**src/rtl/ssc_pkg.sv**
```systemverilog
package ssc_pkg;

  localparam int KEY_W    = 96;  // key bits
  localparam int NCELL    = 96;  // shift-register cells
  localparam int WIDE_W   = 53;  // width of the wide filter stages (odd)
  localparam int NMID     = 5;   // number of wide filter stages
  localparam int NARROW_W = 12;  // width of the compression stage
  localparam int NOUT     = 3;   // width of the last stage

  typedef enum logic [1:0] {PH_IDLE, PH_LOAD, PH_RUN} phase_t;

  // linear combiner
  function automatic logic f_lin(input logic a, input logic b, input logic c, input logic d);
    return a ^ b ^ c ^ d;
  endfunction

  // complementing combiner: a + b + c(d+1) + 1 over GF(2)
  function automatic logic f_cmp(input logic a, input logic b, input logic c, input logic d);
    return (a ^ b) ^ ((c & ~d) ^ 1'b1);
  endfunction

endpackage

```
**src/rtl/ssc_shiftreg.sv**
```systemverilog
module ssc_shiftreg
  import ssc_pkg::*;
#(
  parameter int NC = NCELL,
  parameter int KW = KEY_W
) (
  input  logic          clk,
  input  logic          rst_n,
  input  logic          feed_i,
  input  logic [KW-1:0] key_i,
  output logic [NC:1]   cells_o
);

  logic [NC:0] tap;
  logic [NC:1] cell_d;
  logic [NC:1] cell_q;

  assign tap = {cell_q, feed_i};

  for (genvar j = 1; j <= NC; j++) begin : g_cell
    localparam int SEL3 = j % 3;
    localparam int SEL6 = j % 6;
    localparam int VI = (SEL3 == 1) ? (2 * (j - 1)) / 3 :
                        (SEL3 == 2) ? j - 4 :
                        (SEL6 == 3) ? 0 : j - 5;
    localparam int WI = (SEL6 == 0) ? 0 : j - 2;
    logic side_v;
    logic side_w;
    if (j <= 2) begin : g_edge
      assign side_v = 1'b0;
      assign side_w = 1'b0;
    end else begin : g_body
      assign side_v = tap[VI];
      assign side_w = tap[WI];
    end
    if (SEL3 == 1) begin : g_lin
      assign cell_d[j] = f_lin(tap[j-1], key_i[(j-1) % KW], side_v, side_w);
    end else begin : g_cmp
      assign cell_d[j] = f_cmp(tap[j-1], key_i[(j-1) % KW], side_v, side_w);
    end
  end

  always_ff @(posedge clk or negedge rst_n) begin
    if (!rst_n) cell_q <= '0;
    else        cell_q <= cell_d;
  end

  assign cells_o = cell_q;

endmodule

```
**src/rtl/ssc_filter.sv**
```systemverilog
module ssc_filter
  import ssc_pkg::*;
#(
  parameter int NC = NCELL,
  parameter int WW = WIDE_W,
  parameter int NM = NMID,
  parameter int NW = NARROW_W,
  parameter int NO = NOUT
) (
  input  logic        clk,
  input  logic        rst_n,
  input  logic [NC:1] cells_i,
  output logic        ks_o
);

  localparam int TAP_B = 18;
  localparam int TAP_C = 15;

  logic [NM-1:0][WW-1:0] mid_d, mid_q;
  logic [NW-1:0]         nar_d, nar_q;
  logic [NO-1:0]         out_d, out_q;

  // first wide stage reads the shift register, bit positions scattered by 4i mod WW
  for (genvar i = 0; i < WW; i++) begin : g_first
    localparam int IA = NC - i;
    localparam int IB = i + TAP_B;
    localparam int IC = NC - TAP_C - i;
    localparam int ID = i + 1;
    localparam bit OA = (IA >= 1) && (IA <= NC);
    localparam bit OB = (IB >= 1) && (IB <= NC);
    localparam bit OC = (IC >= 1) && (IC <= NC);
    localparam bit OD = (ID >= 1) && (ID <= NC);
    logic ta, tb, tc, td;
    assign ta = OA ? cells_i[OA ? IA : 1] : 1'b0;
    assign tb = OB ? cells_i[OB ? IB : 1] : 1'b0;
    assign tc = OC ? cells_i[OC ? IC : 1] : 1'b0;
    assign td = OD ? cells_i[OD ? ID : 1] : 1'b0;
    assign mid_d[0][(4 * i) % WW] = f_cmp(ta, tb, tc, td);
  end

  // remaining wide stages
  for (genvar m = 1; m < NM; m++) begin : g_mid
    for (genvar i = 0; i < WW; i++) begin : g_bit
      logic p0, p1, p2, p3;
      assign p0 = mid_q[m-1][i];
      if (i + 3 < WW) begin : g_full
        assign p1 = mid_q[m-1][i+1];
        assign p2 = mid_q[m-1][i+2];
        assign p3 = mid_q[m-1][i+3];
      end else begin : g_tail
        assign p1 = (i + 1 < WW) ? mid_q[m-1][(i + 1 < WW) ? i + 1 : i] : 1'b0;
        assign p2 = (i + 2 < WW) ? mid_q[m-1][(i + 2 < WW) ? i + 2 : i] : 1'b0;
        assign p3 = 1'b0;
      end
      assign mid_d[m][(4 * i) % WW] = f_cmp(p0, p3, p1, p2);
    end
  end

  // compression stages
  for (genvar i = 0; i < NW; i++) begin : g_nar
    assign nar_d[i] = f_cmp(mid_q[NM-1][4*i], mid_q[NM-1][4*i+3],
                            mid_q[NM-1][4*i+1], mid_q[NM-1][4*i+2]);
  end
  for (genvar i = 0; i < NO; i++) begin : g_out
    assign out_d[i] = f_lin(nar_q[4*i], nar_q[4*i+1], nar_q[4*i+2], nar_q[4*i+3]);
  end

  always_ff @(posedge clk or negedge rst_n) begin
    if (!rst_n) begin
      mid_q <= '0;
      nar_q <= '0;
      out_q <= '0;
    end else begin
      mid_q <= mid_d;
      nar_q <= nar_d;
      out_q <= out_d;
    end
  end

  assign ks_o = ^out_q;

endmodule

```
**src/rtl/ssc_loadseq.sv**
```systemverilog
module ssc_loadseq
  import ssc_pkg::*;
#(
  parameter int LOAD_LEN = 105,
  localparam int CW = $clog2(LOAD_LEN + 1)
) (
  input  logic clk,
  input  logic rst_n,
  input  logic start_i,
  input  logic mode_i,
  output logic loading_o,
  output logic mode_o,
  output logic valid_o
);

  phase_t        ph_q, ph_d;
  logic [CW-1:0] cnt_q, cnt_d;
  logic          mode_q, mode_d;
  logic          run_dly_q;

  always_comb begin
    ph_d   = ph_q;
    cnt_d  = cnt_q;
    mode_d = mode_q;
    if (start_i) begin
      ph_d   = PH_LOAD;
      cnt_d  = '0;
      mode_d = mode_i;
    end else if (ph_q == PH_LOAD) begin
      if (cnt_q == CW'(LOAD_LEN - 1)) ph_d  = PH_RUN;
      else                            cnt_d = cnt_q + 1'b1;
    end
  end

  always_ff @(posedge clk or negedge rst_n) begin
    if (!rst_n) begin
      ph_q      <= PH_IDLE;
      cnt_q     <= '0;
      mode_q    <= 1'b0;
      run_dly_q <= 1'b0;
    end else begin
      ph_q      <= ph_d;
      cnt_q     <= cnt_d;
      mode_q    <= mode_d;
      run_dly_q <= (ph_q == PH_RUN);
    end
  end

  assign loading_o = (ph_q != PH_RUN);
  assign mode_o    = mode_q;
  // decrypt output trails its input register by one cycle
  assign valid_o   = (ph_q == PH_RUN) && (!mode_q || run_dly_q);

endmodule

```
**src/rtl/selfsync_cipher.sv**
```systemverilog
module selfsync_cipher
  import ssc_pkg::*;
#(
  parameter int KW = KEY_W,
  parameter int NC = NCELL,
  parameter int WW = WIDE_W,
  parameter int NM = NMID,
  parameter int NW = NARROW_W,
  parameter int NO = NOUT
) (
  input  logic          clk,
  input  logic          rst_n,
  input  logic          start_i,
  input  logic          mode_i,
  input  logic [KW-1:0] key_i,
  input  logic          din_i,
  output logic          dout_o,
  output logic          valid_o
);

  // feedback register + filter stages + two delay cells
  localparam int LOAD_LEN = NC + NM + 2 + 2;

  logic        loading;
  logic        mode_q;
  logic        ks;
  logic        rx_q;
  logic        fb_q, fb_d;
  logic        enc_bit;
  logic [NC:1] cells;

  ssc_loadseq #(.LOAD_LEN(LOAD_LEN)) i_seq (
    .clk      (clk),
    .rst_n    (rst_n),
    .start_i  (start_i),
    .mode_i   (mode_i),
    .loading_o(loading),
    .mode_o   (mode_q),
    .valid_o  (valid_o)
  );

  ssc_shiftreg #(.NC(NC), .KW(KW)) i_sr (
    .clk    (clk),
    .rst_n  (rst_n),
    .feed_i (fb_q),
    .key_i  (key_i),
    .cells_o(cells)
  );

  ssc_filter #(.NC(NC), .WW(WW), .NM(NM), .NW(NW), .NO(NO)) i_flt (
    .clk    (clk),
    .rst_n  (rst_n),
    .cells_i(cells),
    .ks_o   (ks)
  );

  // the initialization vector bypasses the keystream XOR
  assign enc_bit = loading ? din_i : (din_i ^ ks);
  assign fb_d    = mode_q ? rx_q : enc_bit;

  always_ff @(posedge clk or negedge rst_n) begin
    if (!rst_n) begin
      rx_q <= 1'b0;
      fb_q <= 1'b0;
    end else begin
      if (mode_q) rx_q <= din_i;
      fb_q <= fb_d;
    end
  end

  assign dout_o = valid_o & (mode_q ? (rx_q ^ ks) : (din_i ^ ks));

endmodule

```
**config.mk**
```make
export PLATFORM = sky130hd
export DESIGN_NAME = selfsync_cipher
export DESIGN_NICKNAME = d
export VERILOG_FILES = /design/src/rtl/ssc_pkg.sv /design/src/rtl/ssc_shiftreg.sv /design/src/rtl/ssc_filter.sv /design/src/rtl/ssc_loadseq.sv /design/src/rtl/selfsync_cipher.sv
export SDC_FILE = /design/constraint.sdc
export NUM_CORES = 1
export LEC_CHECK = 0
export BUFFER_PORTS_ARGS = -buffer_cell sky130_fd_sc_hd__buf_2
export CORE_MARGIN = 8
export CORE_UTILIZATION = 55
export DETAILED_ROUTE_END_ITERATION = 12
export PLACE_DENSITY = 0.8
export SETUP_SLACK_MARGIN = 0.15
export SYNTH_ARGS = -nofsm -noshare
export SYNTH_HDL_FRONTEND = slang
export SYNTH_SLANG_ARGS = --single-unit
```
**constraint.sdc**
```tcl
create_clock -name clk -period 1.5 [get_ports clk]
set_input_delay 0.15 -clock clk [delete_from_list [all_inputs] [get_ports clk]]
set_output_delay 0.15 -clock clk [all_outputs]
set_load 0.05 [all_outputs]
```
After elaboration in Yosys (flattened, before gate mapping)
Index checks and enable logic that the tools add are counted.
Widths: inputs -> output; s select.
{"block": "word_totals", "inputBits": 101, "regBits": 384}
{"block": "op_classes", "n_mux": 9, "add_sub_neg": 1, "bitwise_logic": 1687, "n_eq_ne": 5, "n_reduce_logical": 8}
{"cell": "$xor 1x1->1", "n": 746}
{"cell": "$not 1->1", "n": 614}
{"cell": "$and 1x1->1", "n": 327}
{"cell": "$mux 7", "n": 3}
{"cell": "$add 7x1->7 const B", "n": 1}
{"cell": "$eq 7x7->1 const B", "n": 1}
{"cell": "$mux 2", "n": 3}
{"cell": "$ne 2x2->1 const B", "n": 2}
{"cell": "$reduce_and 2->1", "n": 2}
{"cell": "$reduce_bool 2->1", "n": 2}
{"cell": "$mux 1", "n": 3}
{"cell": "$reduce_xor 3->1", "n": 1}
{"cell": "$eq 2x1->1 const B", "n": 1}
{"cell": "$eq 2x2->1 const B", "n": 1}
{"cell": "$logic_and 1x1->1", "n": 1}
{"cell": "$logic_not 1->1", "n": 1}
{"cell": "$logic_or 1x1->1", "n": 1}

Longest topological paths before layout
{"block": "logic_depth", "ltp_word": 4, "mapped_depth": 6, "mapped_depth_nobuf": 6}

Modules after synthesis
A second synthesis with hierarchy kept.
{"block": "hier_totals", "hier_cells": 1514, "hier_area_um2": 18928.2}
{"mod": "ssc_filter", "cells_each": 1064, "area_per_inst_um2": 13447.9, "n_inst": 1}
{"mod": "ssc_shiftreg", "cells_each": 381, "area_per_inst_um2": 4757.1, "n_inst": 1}
{"mod": "ssc_loadseq", "cells_each": 58, "area_per_inst_um2": 596.8, "n_inst": 1}
{"mod": "selfsync_cipher", "cells_each": 11, "area_per_inst_um2": 126.4, "n_inst": 1}

Worst setup path before layout
No wires, ideal clock.
{"block": "synth_timing", "kind": "register -> output", "start": "reg i_flt.out_q[0]", "end": "out dout_o", "path_buffers": 0, "setup_slack_ns": -0.344, "t_arrival_ns": 1.694, "path_stages_with_launch": 5, "path_cell_list": "dfrtp_1 > xnor3_2 > xnor2_2 > nand2_1 > a211oi_2"}
{"block": "synth_via", "elab_chain_cells": 4}
{"element": "start: declaration", "line_no": "ssc_filter.sv:21", "source": "logic [NO-1:0] out_d, out_q;"}
{"element": "start signal: assignment", "line_no": "ssc_filter.sv:76", "source": "out_q <= out_d;"}
{"element": "$reduce_xor 3->1 *", "line_no": "ssc_filter.sv:80", "source": "assign ks_o = ^out_q;"}
{"element": "$xor 1x1->1", "line_no": "selfsync_cipher.sv:71", "source": "assign dout_o = valid_o & (mode_q ? (rx_q ^ ks) : (din_i ^ ks));"}
{"element": "$mux 1 *", "line_no": "selfsync_cipher.sv:71"}
{"element": "$and 1x1->1 *", "line_no": "selfsync_cipher.sv:71"}
{"element": "end: declaration", "line_no": "selfsync_cipher.sv:17", "source": "output logic dout_o,"}
Every way passes the cells marked *; elsewhere a longest branch is shown, timed or not.

Worst setup path in the final report
Ends and elaborated chain as after synthesis.

==> flow_metrics.env <==
export IMPL_final_setup_tns_ns=-0.676
export IMPL_worst_pin_slew_ns=0.480
export IMPL_max_vdd_ir_drop_uv=1680
export IMPL_synth_area_leaders="dfrtp_1, xnor2_1, xor2_1, nor2b_1, ha_1"
export IMPL_setup_viol=2
export IMPL_grt_pass1_vias=11900
export IMPL_grt_pass1_wl_um=66100
export IMPL_drc_errors=0
export IMPL_routed_wl_um=41900
export IMPL_critPathLaunchType="flip-flop"
export IMPL_drt_first_iter_violations=406
export IMPL_pre_cts_ws_ns=-0.173
export IMPL_nets=1869
export IMPL_report_final_slew_viol_count=0
export IMPL_cp_arrival_ns=1.99
export IMPL_min_path_type="primary input to flip-flop"
export IMPL_grt_setup_unrepaired="true"
export IMPL_period_share=1.43
export IMPL_root_buffer="clkbuf_16"
export IMPL_ys_seq_area_frac=0.517
export IMPL_die_w_um=200
export IMPL_gp_congestion=0.888
export IMPL_grt_overflow_total=0
export IMPL_vias_per_cell=4.81
export IMPL_failed_checks="setup timing"
export IMPL_cap_viol_max_count=0
export IMPL_port_buffers=102
export IMPL_worstSetupPathType="flip-flop to output pin"
export IMPL_syn_area_per_cell_um2=12.2
export IMPL_yosys_warnings=0
export IMPL_fin_worst_skew_ns=0.0112
export IMPL_synth_area_um2=18600
export IMPL_diodes=0
export IMPL_detailed_place_hpwl_um=29700
export IMPL_initial_core_util=0.557
export IMPL_run_status="finished with violations"
export IMPL_total_leakage_power_nw=9.14
export IMPL_vias=10800
export IMPL_rows=67
export IMPL_track_usage=0.216
export IMPL_antenna_left=0
export IMPL_cts_sinks=384
export IMPL_multi_input_area_um2=8960
export IMPL_ff_latch_area_um2=9610
export IMPL_slew_limit_headroom=0.680
export IMPL_drive_gt1_frac=0.117
export IMPL_grt_max_degree=61
export IMPL_core_area_um2=33400
export IMPL_clk_pin_slew_ns=0.06
export IMPL_finalCriticalPeriod_ns=2.14
export IMPL_cts_path_max_buffers=3
export IMPL_synth_cell_types=26
export IMPL_synth_seq_cells=384
export IMPL_dpl_cell_count=2061
export IMPL_fin_ws_ns=-0.640
export IMPL_worstPathMaxFanout=3
export IMPL_fillCellCount=2372
export IMPL_hold_violations=0
export IMPL_h_tree_depth=2
export IMPL_wire_per_inst_um=18.7
export IMPL_io_pins=103
export IMPL_synth_fp_nets=1625
export IMPL_synth_top_area_share=0.517
export IMPL_worstPathRequired_ns=1.35
export IMPL_cts_buffers=39
export IMPL_powerDensity_nw_per_um2=2720
export IMPL_yosys_area_top_type="dfrtp_1"
export IMPL_postSynthCellCount=1518
export IMPL_dr_pass1_iters=4
export IMPL_die_y_um=200
export IMPL_die_area_um2=39900
export IMPL_fmax_ghz=0.467
export IMPL_stdcell_count=2239
export IMPL_antenna_found_initial=0
export IMPL_end_kind="output pin"
export IMPL_worst_skew_pair_late_latency_ns=0.52
export IMPL_cts_tree="built"
export IMPL_area_delta_synth_final_pct=19.4
==> critical path, stage by stage (launching register included) <==
cell and delay, ns:
dfrtp_1 0.38, xnor3_2 0.44, xnor2_2 0.15, nand2_1 0.10, a211oi_4 0.22, buf_6 0.19
==> worst paths after layout <==
check                                                      start                                    end  slack, ns  cells after the start
setup / recovery                        i_flt.out_q[0]$_DFF_PN0_                                 dout_o      -0.64                      5
hold / removal                                         key_i[72]             i_sr.cells_o[73]$_DFF_PN0_       0.03                      3
setup reg to reg                      i_seq.cnt_q[0]$_DFFE_PN0P_             i_seq.cnt_q[1]$_DFFE_PN0P_       0.12                      6
hold reg to reg            i_flt.g_mid[3].g_bit[49].p3$_DFF_PN0_  i_flt.g_mid[4].g_bit[46].p3$_DFF_PN0_       0.49                      1
max in group asynchronous                                  rst_n  i_flt.g_mid[2].g_bit[42].p3$_DFF_PN0_       0.70                      3
min in group asynchronous                                  rst_n   i_flt.g_mid[4].g_bit[5].p3$_DFF_PN0_       0.13                      2
==> Yosys cell counts, drive strengths merged <==
| master | instances |
|---|---|
| xnor2 | 398 |
| dfrtp | 384 |
| xor2 | 347 |
| nor2b | 320 |
| clkbuf | 15 |
| nor2 | 9 |
| inv | 8 |
| ha | 6 |
| nand2 | 6 |
| nand2b | 4 |
| nand4 | 4 |
| a21oi | 3 |
| buf | 2 |
| mux2 | 2 |
| a211oi | 1 |
| a21o | 1 |
| and2b | 1 |
| and4b | 1 |
| mux2i | 1 |
| nor4 | 1 |
| o21ai | 1 |
| o41ai | 1 |
| or3 | 1 |
| xnor3 | 1 |
==> per-stage QoR <==
step           area, µm²  hold WS (ns)  total power [W]  utilization
2_1_floorplan      18600        -0.146           0.0434            -
3_3_place_gp       19700        0.0655           0.0498        0.592
3_5_place_dp       19700        0.0689           0.0508        0.592
4_1_cts            22100        0.0177           0.0606        0.662
5_1_grt            22200        0.0188           0.0643        0.665
6_report           22200        0.0343           0.0604        0.665
==> what timing repair did <==
item / 4_1_cts / 5_1_grt
pin swaps: 6 / 7
setup buffers: 6 / 4
gates resized for setup: 12 / 17
endpoints found under the hold margin: 490 / 0
endpoints found under the setup margin: 7 / 11
hold buffers: 98 / 0
==> layer usage <==
| metal | vias to the layer above | track usage | wire length, µm |
|---|---|---|---|
| met4 | 0 | 0.0978 | 1930 |
| met5 | - | 0 | 0 |
| met1 | 5294 | 0.241 | 15700 |
| met3 | 99 | 0.0374 | 1920 |
| met2 | 262 | 0.401 | 22400 |
| li1 | 5113 | - | - |
==> placed cells by master, fill, tap and decap left out, drive strengths merged, types with 6 or more instances in the layout <==
cell	count
inv	8
dfrtp	384
clkbuf	57
clkinv	10
xor2	347
nand2	6
ha	6
nor2b	320
xnor2	398
dlygate4sd3	98
buf	122
nor2	9
==> final cells by class <==
class / count / share of cell area
clock buffers: 57 / 0.0535
clock inverters: 13 / 0.00344
inverters: 8 / 0.00135
multi-input cells: 1109 / 0.404
flip-flops and latches: 384 / 0.433
well taps: 448 / 0.0253
repair buffers: 220 / 0.0791
==> flip-flops by register name, summed over array words and instances, names as in the netlist <==
register,count
i_seq.run_dly_q,1
i_seq.ph_q,2
i_flt.g_mid.g_bit.p2,8
i_seq.mode_o,1
i_flt.nar_q,12
i_flt.g_mid.g_bit.p0,8
rx_q,1
i_flt.out_q,3
i_seq.cnt_q,7
fb_q,1
i_flt.g_mid.g_bit.p3,188
i_sr.cells_o,96
i_flt.g_mid.g_bit.p1,8
i_flt.mid_q,48
==> where the power goes <==
group          switching, W  internal, W  leakage (nW)
Combinational        0.0118       0.0149          4.03
Clock               0.00386      0.00549         0.624
Sequential          0.00774       0.0165          4.49
==> cells by family after synthesis <==
family,after synthesis,share of synthesized area
AO/OA/AOI/OAI,7,0.00364
buffers and inverters,25,0.00525
AND/OR/NAND/NOR,347,0.115
adder cells (fa/ha/maj),6,0.00404
flip-flops,384,0.517
multiplexers,3,0.00175
XOR/XNOR,746,0.353
Power figures use the tool's default switching activity.
